$ cat src/rtl/jbist_pkg.sv
package jbist_pkg;
  parameter int unsigned LEN_W = 16;

  typedef enum logic [2:0] {
    ST_IDLE   = 3'd0,
    ST_TRACK  = 3'd1,
    ST_DETECT = 3'd2,
    ST_COUNT  = 3'd3,
    ST_DONE   = 3'd4
  } seq_state_e;

  // cycles to preload: a length of 0 behaves as 1
  function automatic logic [LEN_W-1:0] len_to_load(input logic [LEN_W-1:0] len);
    return (len == '0) ? '0 : len - 1'b1;
  endfunction
endpackage

$ cat src/rtl/jbist_step_timer.sv
module jbist_step_timer #(
  parameter int unsigned W = 16
) (
  input  logic         clk_i,
  input  logic         rst_ni,
  input  logic         load_i,
  input  logic [W-1:0] val_i,
  output logic         zero_o
);
  logic [W-1:0] cnt_q;

  always_ff @(negedge clk_i or negedge rst_ni) begin
    if (!rst_ni)           cnt_q <= '0;
    else if (load_i)       cnt_q <= val_i;
    else if (cnt_q != '0)  cnt_q <= cnt_q - 1'b1;
  end

  assign zero_o = (cnt_q == '0);
endmodule

$ cat src/rtl/jbist_seq_fsm.sv
module jbist_seq_fsm
  import jbist_pkg::*;
#(
  parameter int unsigned W = LEN_W
) (
  input  logic         clk_i,
  input  logic         rst_ni,
  input  logic         start_i,
  input  logic         cal_mode_i,
  input  logic [W-1:0] track_len_i,
  input  logic [W-1:0] detect_len_i,
  input  logic [W-1:0] count_len_i,
  input  logic         step_end_i,
  output logic         tmr_load_o,
  output logic [W-1:0] tmr_val_o,
  output seq_state_e   state_o,
  output logic         arm_o,
  output logic         mode_o
);
  seq_state_e   state_q, state_d;
  logic [W-1:0] det_len_q, cnt_len_q;
  logic         mode_q, arm_q;
  logic         accept;

  assign accept = (state_q == ST_IDLE) && start_i;

  always_comb begin
    state_d    = state_q;
    tmr_load_o = 1'b0;
    tmr_val_o  = '0;
    unique case (state_q)
      ST_IDLE: if (start_i) begin
        state_d    = ST_TRACK;
        tmr_load_o = 1'b1;
        tmr_val_o  = len_to_load(track_len_i);
      end
      ST_TRACK: if (step_end_i) begin
        state_d    = ST_DETECT;
        tmr_load_o = 1'b1;
        tmr_val_o  = len_to_load(det_len_q);
      end
      ST_DETECT: if (step_end_i) begin
        state_d    = ST_COUNT;
        tmr_load_o = 1'b1;
        tmr_val_o  = len_to_load(cnt_len_q);
      end
      ST_COUNT: if (step_end_i) state_d = ST_DONE;
      ST_DONE:  state_d = ST_IDLE;
      default:  state_d = ST_IDLE;
    endcase
  end

  always_ff @(negedge clk_i or negedge rst_ni) begin
    if (!rst_ni) begin
      state_q   <= ST_IDLE;
      det_len_q <= '0;
      cnt_len_q <= '0;
      mode_q    <= 1'b0;
      arm_q     <= 1'b0;
    end else begin
      state_q <= state_d;
      // one-shot: only the cycle entering detection
      arm_q   <= (state_q == ST_TRACK) && (state_d == ST_DETECT);
      if (accept) begin
        det_len_q <= detect_len_i;
        cnt_len_q <= count_len_i;
        mode_q    <= cal_mode_i;
      end
    end
  end

  assign state_o = state_q;
  assign arm_o   = arm_q;
  assign mode_o  = mode_q;
endmodule

$ cat src/rtl/jbist_seq_decode.sv
module jbist_seq_decode
  import jbist_pkg::*;
(
  input  seq_state_e state_i,
  input  logic       arm_i,
  input  logic       mode_i,
  output logic       loop_pd_en_o,
  output logic       test_pd_en_o,
  output logic       cnt_en_o,
  output logic       cal_sel_o,
  output logic       done_o
);
  logic loop_open;

  assign loop_open    = (state_i == ST_DETECT) || (state_i == ST_COUNT);
  assign loop_pd_en_o = !loop_open;
  assign test_pd_en_o = arm_i && (state_i == ST_DETECT);
  assign cnt_en_o     = (state_i == ST_COUNT);
  assign cal_sel_o    = mode_i && loop_open;
  assign done_o       = (state_i == ST_DONE);
endmodule

$ cat src/rtl/jbist_seq_ctrl.sv
module jbist_seq_ctrl
  import jbist_pkg::*;
#(
  parameter int unsigned W = LEN_W
) (
  input  logic         ref_clk_i,
  input  logic         rst_ni,
  input  logic         start_i,
  input  logic         cal_mode_i,
  input  logic [W-1:0] track_len_i,
  input  logic [W-1:0] detect_len_i,
  input  logic [W-1:0] count_len_i,
  output logic         loop_pd_en_o,
  output logic         test_pd_en_o,
  output logic         cnt_en_o,
  output logic         cal_sel_o,
  output logic         done_o
);
  logic         tmr_load, tmr_zero, arm, mode;
  logic [W-1:0] tmr_val;
  seq_state_e   state;

  jbist_step_timer #(.W(W)) u_timer (
    .clk_i  (ref_clk_i),
    .rst_ni (rst_ni),
    .load_i (tmr_load),
    .val_i  (tmr_val),
    .zero_o (tmr_zero)
  );

  jbist_seq_fsm #(.W(W)) u_fsm (
    .clk_i        (ref_clk_i),
    .rst_ni       (rst_ni),
    .start_i      (start_i),
    .cal_mode_i   (cal_mode_i),
    .track_len_i  (track_len_i),
    .detect_len_i (detect_len_i),
    .count_len_i  (count_len_i),
    .step_end_i   (tmr_zero),
    .tmr_load_o   (tmr_load),
    .tmr_val_o    (tmr_val),
    .state_o      (state),
    .arm_o        (arm),
    .mode_o       (mode)
  );

  jbist_seq_decode u_dec (
    .state_i      (state),
    .arm_i        (arm),
    .mode_i       (mode),
    .loop_pd_en_o (loop_pd_en_o),
    .test_pd_en_o (test_pd_en_o),
    .cnt_en_o     (cnt_en_o),
    .cal_sel_o    (cal_sel_o),
    .done_o       (done_o)
  );
endmodule

$ cat config.mk
export PLATFORM = sky130hd
export DESIGN_NAME = jbist_seq_ctrl
export DESIGN_NICKNAME = d
export VERILOG_FILES = /design/src/rtl/jbist_pkg.sv /design/src/rtl/jbist_step_timer.sv /design/src/rtl/jbist_seq_fsm.sv /design/src/rtl/jbist_seq_decode.sv /design/src/rtl/jbist_seq_ctrl.sv
export SDC_FILE = /design/constraint.sdc
export NUM_CORES = 1
export LEC_CHECK = 0
export ABC_CLOCK_PERIOD_IN_PS = 3720
export CAP_MARGIN = 20
export CORE_MARGIN = 2
export CORE_UTILIZATION = 50
export CTS_CLUSTER_SIZE = 28
export DETAILED_ROUTE_END_ITERATION = 10
export GPL_TIMING_DRIVEN = 0
export PLACE_DENSITY = 0.78
export SETUP_SLACK_MARGIN = 0.5
export SLEW_MARGIN = 15
export SYNTH_ARGS = -nofsm -noshare
export SYNTH_HDL_FRONTEND = slang
export SYNTH_HIERARCHICAL = 1
export SYNTH_SLANG_ARGS = --single-unit
$ cat constraint.sdc
create_clock -name ref_clk_i -period 3.72 [get_ports ref_clk_i]
set_clock_uncertainty 0.05 [all_clocks]
set_input_delay 0.93 -clock ref_clk_i [delete_from_list [all_inputs] [get_ports ref_clk_i]]
set_output_delay 0.93 -clock ref_clk_i [all_outputs]
set_load 0.01 [all_outputs]
Yosys cells after proc, flatten, opt, wreduce, memory -nomap -nowiden
Cells that the tools add are included.

Register bits after elaboration: 53. Latch bits: 0. Bits in writable memories: 0. ROM bits: 0. Input bits: 52. Output and inout port bits: 5. Word-level logic and storage cells: 46. Memories: 0.

Add/subtract/negate cells: 4. Multipliers: 0. Div/mod/pow operators: 0. Magnitude comparators: 0. Equality and inequality tests: 5. Shift-type cells: 0. Mux-type cells: 17. Bitwise gates (word level): 0. Reductions and logical operators: 14.

Operator list (number): $mux 16 (8); $logic_not 16->1 (4); $sub 16x1->16 const B (4); $pmux 16 s3 (1); $reduce_bool 16->1 (1); $mux 3 (4); $pmux 3 s4 (1); $eq 3x2->1 const B (3); $logic_and 1x1->1 (4); $eq 3x1->1 const B (1); $eq 3x3->1 const B (1); $logic_not 3->1 (1); $mux 1 (2); $pmux 1 s2 (1); $reduce_bool 2->1 (1); $reduce_or 2->1 (1); $logic_not 1->1 (1); $logic_or 1x1->1 (1).

Depth between registers and ports, before layout
Depth in word-level cells: 5. Mapped depth: 13. Mapped depth without buffers: 12.

Hierarchy
Netlist, hierarchy kept.

By module, submodules not included: jbist_seq_fsm (instances 1, cells an instance 327, area an instance 2690.1 sq um, sequential area each 925.9 sq um); jbist_step_timer (instances 1, cells an instance 107, area an instance 999.7 sq um, sequential area each 400.4 sq um); jbist_seq_decode (instances 1, cells an instance 5, area an instance 46.3 sq um, sequential area each 0.0 sq um).

==> impl_metrics.toml <==
[place]
port_buffers = 56
gp_congestion = 0.8682
detailed_place_hpwl_mm = 7.436
place_ws_ns = -1.577
numPlacedInstances = 595
area_of_placed_instances_um2 = 4561

[clocking]
tritoncts = "yes"
cts.path.max_buffers = 2
root_buffer = "sky130_fd_sc_hd__clkbuf_8"
clock_latency_ns = 0.31
htree_num_levels = 2
cts_num_sinks = 53
num_cts_buffers = 5
clkTransAtPathRegs_ns = 0.07

[layout]
most-common-layout-cells = "sky130_fd_sc_hd__nand2_1, sky130_fd_sc_hd__dfrtn_1, sky130_fd_sc_hd__clkdlybuf4s50_1, sky130_fd_sc_hd__nand2_2, sky130_fd_sc_hd__nor2_1"
post_layout_instance_area_um2 = 5398
regArea_um2 = 1326
most_frequent_standard_cell_in_the_layout_excluding_fill_and_tap_cells = "sky130_fd_sc_hd__nand2_1"
antenna-diode-count = 0
fill_count = 517
final_net_count = 605
util_after_layout_pct = 74.42
post_route_cells_drive_above_1_share_pct = 33.64
multiInputGateArea_um2 = 2590
area_growth_pct = 44.47
finish.cell_count_without_fillers = 649

[setup_path]
cell_type_of_the_slowest_stage_on_the_worst_timing_path = "sky130_fd_sc_hd__or4_4"
critical_path.n_buffers_inverters = 3
worst_ep_arrival_time_ns = 2.62
crit_path_end_kind = "flop"
timing_worst_setup_path_type = "primary input to flop"
critical_path_peak_fanout = 4
cpPeakStageDelay_ns = 0.54
worstReg2RegEnd = "u_timer/cnt_q[13]"
timing.critical_path.max_delay_family = "simple AND/OR/NAND/NOR gates"
cp.depth = 10
worst_setup_startpoint = "track_len_i[10]"
critical_path.cell_chain = "buf_8 -> or4_4 -> buf_4 -> nor3_4 -> buf_4 -> a311oi_1 -> a21oi_1 -> o21ai_1 -> nand2_1 -> o31ai_1"
worst_setup_path_start_kind = "primary input"
path_common_cell = "sky130_fd_sc_hd__buf_4"
rr_worst_depth = 14
worst_ep_required_time_ns = 1.97
reg2reg_setup_slack_ns = -0.18
crit_path_end = "u_timer/cnt_q[4]"
timing.rr.start = "u_timer/cnt_q[0]"

[timing]
setup_viol = 36
hold_fails_final_rpt = 0
worstMarginPinSlew_ns = 0.7959
timing.final.ws_setup_ns = -0.6513
final.setup.tns_ns = -10.94
grt_setup_unrepaired = "true"
timing.max_slew.rel_slack_pct = 46.53
final_max_slew_viol_count = 0
hold-worst-slack_ns = 0.4025

[route]
route.detailed.drc = 0
wirelength_mm = 11.31
post_drt_wl_per_cell_um = 17.42
detail_route.vias_per_cell = 5.690
antenna_violating_nets_post_route = 0
num_vias = 3693
detailedRoute.firstIterationViolations = 229
firstDrtPassIters = 5

[yosys]
yosysWarningCount = 6
number_of_distinct_standard_cells_referenced_by_the_synthesized_netlist = 63
yosys_most_used_dff = "sky130_fd_sc_hd__dfrtn_1"
post-synth-top-area-fraction_pct = 35.50
synth.area.top_cells = "sky130_fd_sc_hd__dfrtn_1, sky130_fd_sc_hd__nand2_1, sky130_fd_sc_hd__xnor2_1"
synthesis.area_per_instance_um2 = 8.510
synth_area_leader_cell = "sky130_fd_sc_hd__dfrtn_1"
synth_enable_flop_cells = 0
postSynthRegisterBits = 53
synth_async_sr_flop_share_pct = 100.0
sequential_area_share_after_synthesis_pct = 35.50
netlist_area_um2 = 3736
mappedNetlistNets = 495
postSynthCellCount = 439

[run]
maxCapViolCount = 0

[floorplan]
die_w_um = 90.44
floorplan.die.height_um = 90.44
num_rows = 31
initial_cell_density_of_the_core_pct = 51.51
core_um2 = 7253
ios = 57
design.die.area_um2 = 8179

[status]
status = "finished, violations left"
violations = "negative setup slack"

[global_route]
grt_start_max_net_pins = 28
grt_remaining_overflow = 0
track_usage_pct = 26.84
grt_pass1_wl_mm = 17.82
first_global_vias = 3704
antenna_found_initial = 0

[pwr]
fin_total_pwr_mw = 1.512
power_leakage_nw = 2.237
cellPowerDensity_nw_per_um2 = 280.1
ir_worst_vdd_uv = 166.9

[hold_path]
holdCritPathClass = "flop to flop"
## cell usage after synthesis, drive strengths merged, types with 9 or more instances
library cell and count:
clkbuf 11, dfrtn 53, inv 12, nand2 120
nand3 9, nor2 33, nor3 15, nor4 12
o21ai 21, xnor2 20, xor2 18
## tightest hold or removal path: cells and delay by family (launching register included)
kind / cells / cell delay (ns)
simple gates: 2 / 0.10
flops: 1 / 0.44
## final cells by class
cell class              instances  area share (%)
multi-input cells             358           47.98
flip-flops and latches         53           24.57
repair buffers                103           18.31
plain buffers                  16           4.242
well taps                      99           2.295
clock buffers                   5           1.275
inverters                      12          0.9272
clock inverters                 3          0.3941
## report_power, final
| group | internal [mW] | leakage, nW | switching, mW |
|---|---|---|---|
| clock network | 0.134 | 0.0445 | 0.211 |
| registers | 0.659 | 0.651 | 0.0996 |
| logic | 0.209 | 1.54 | 0.200 |
## kinds of logic (layout without fill, tap and decap cells)
group           after synthesis  count (layout)  share of synthesized area (%)
compound gates               67              67                          13.30
xor+xnor                     38              38                          8.908
fa+ha+maj                     4               4                          1.340
buf+inv                      28             139                          3.382
flops                        53              53                          35.50
mux                          13              13                          3.650
simple gates                236             236                          33.93
## routing by layer
layer  global-route usage (%)  vias to the layer above  part of all wire (%)
met5                        0                        -                     0
met1                    33.07                     1765                    40
met3                    3.255                       21                   4.9
li1                         -                     1761                     -
met4                    8.718                        0                   1.8
met2                    48.75                      146                    53
## flip-flops by register name (all words and copies together), names as in the netlist
| register | flops |
|---|---|
| u_timer/cnt_q | 16 |
| u_fsm/cnt_len_q | 16 |
| u_fsm/det_len_q | 16 |
| u_fsm/mode_o | 1 |
| u_fsm/arm_o | 1 |
| u_fsm/state_o | 3 |
## repair_timing
item | CTS | global route
hold buffers | 0 | 0
pin swaps | 31 | 17
hold endpoints to repair | 0 | 0
setup buffers | 33 | 10
endpoints found under the setup margin | 55 | 54
resized for setup | 156 | 40
gates cloned | 3 | 0
## worst min-delay path by stage
stage          slack (ns)  cells after the start            to          from
2_1_floorplan        0.34                      2  u_fsm/mode_o  u_fsm/mode_o
3_3_place_gp         0.36                      2  u_fsm/mode_o  u_fsm/mode_o
3_5_place_dp         0.39                      2  u_fsm/mode_o  u_fsm/mode_o
4_1_cts              0.40                      2  u_fsm/mode_o  u_fsm/mode_o
5_1_grt              0.43                      2  u_fsm/mode_o  u_fsm/mode_o
6_report             0.40                      2  u_fsm/mode_o  u_fsm/mode_o
Note: power is estimated with default switching activity, not from simulation.
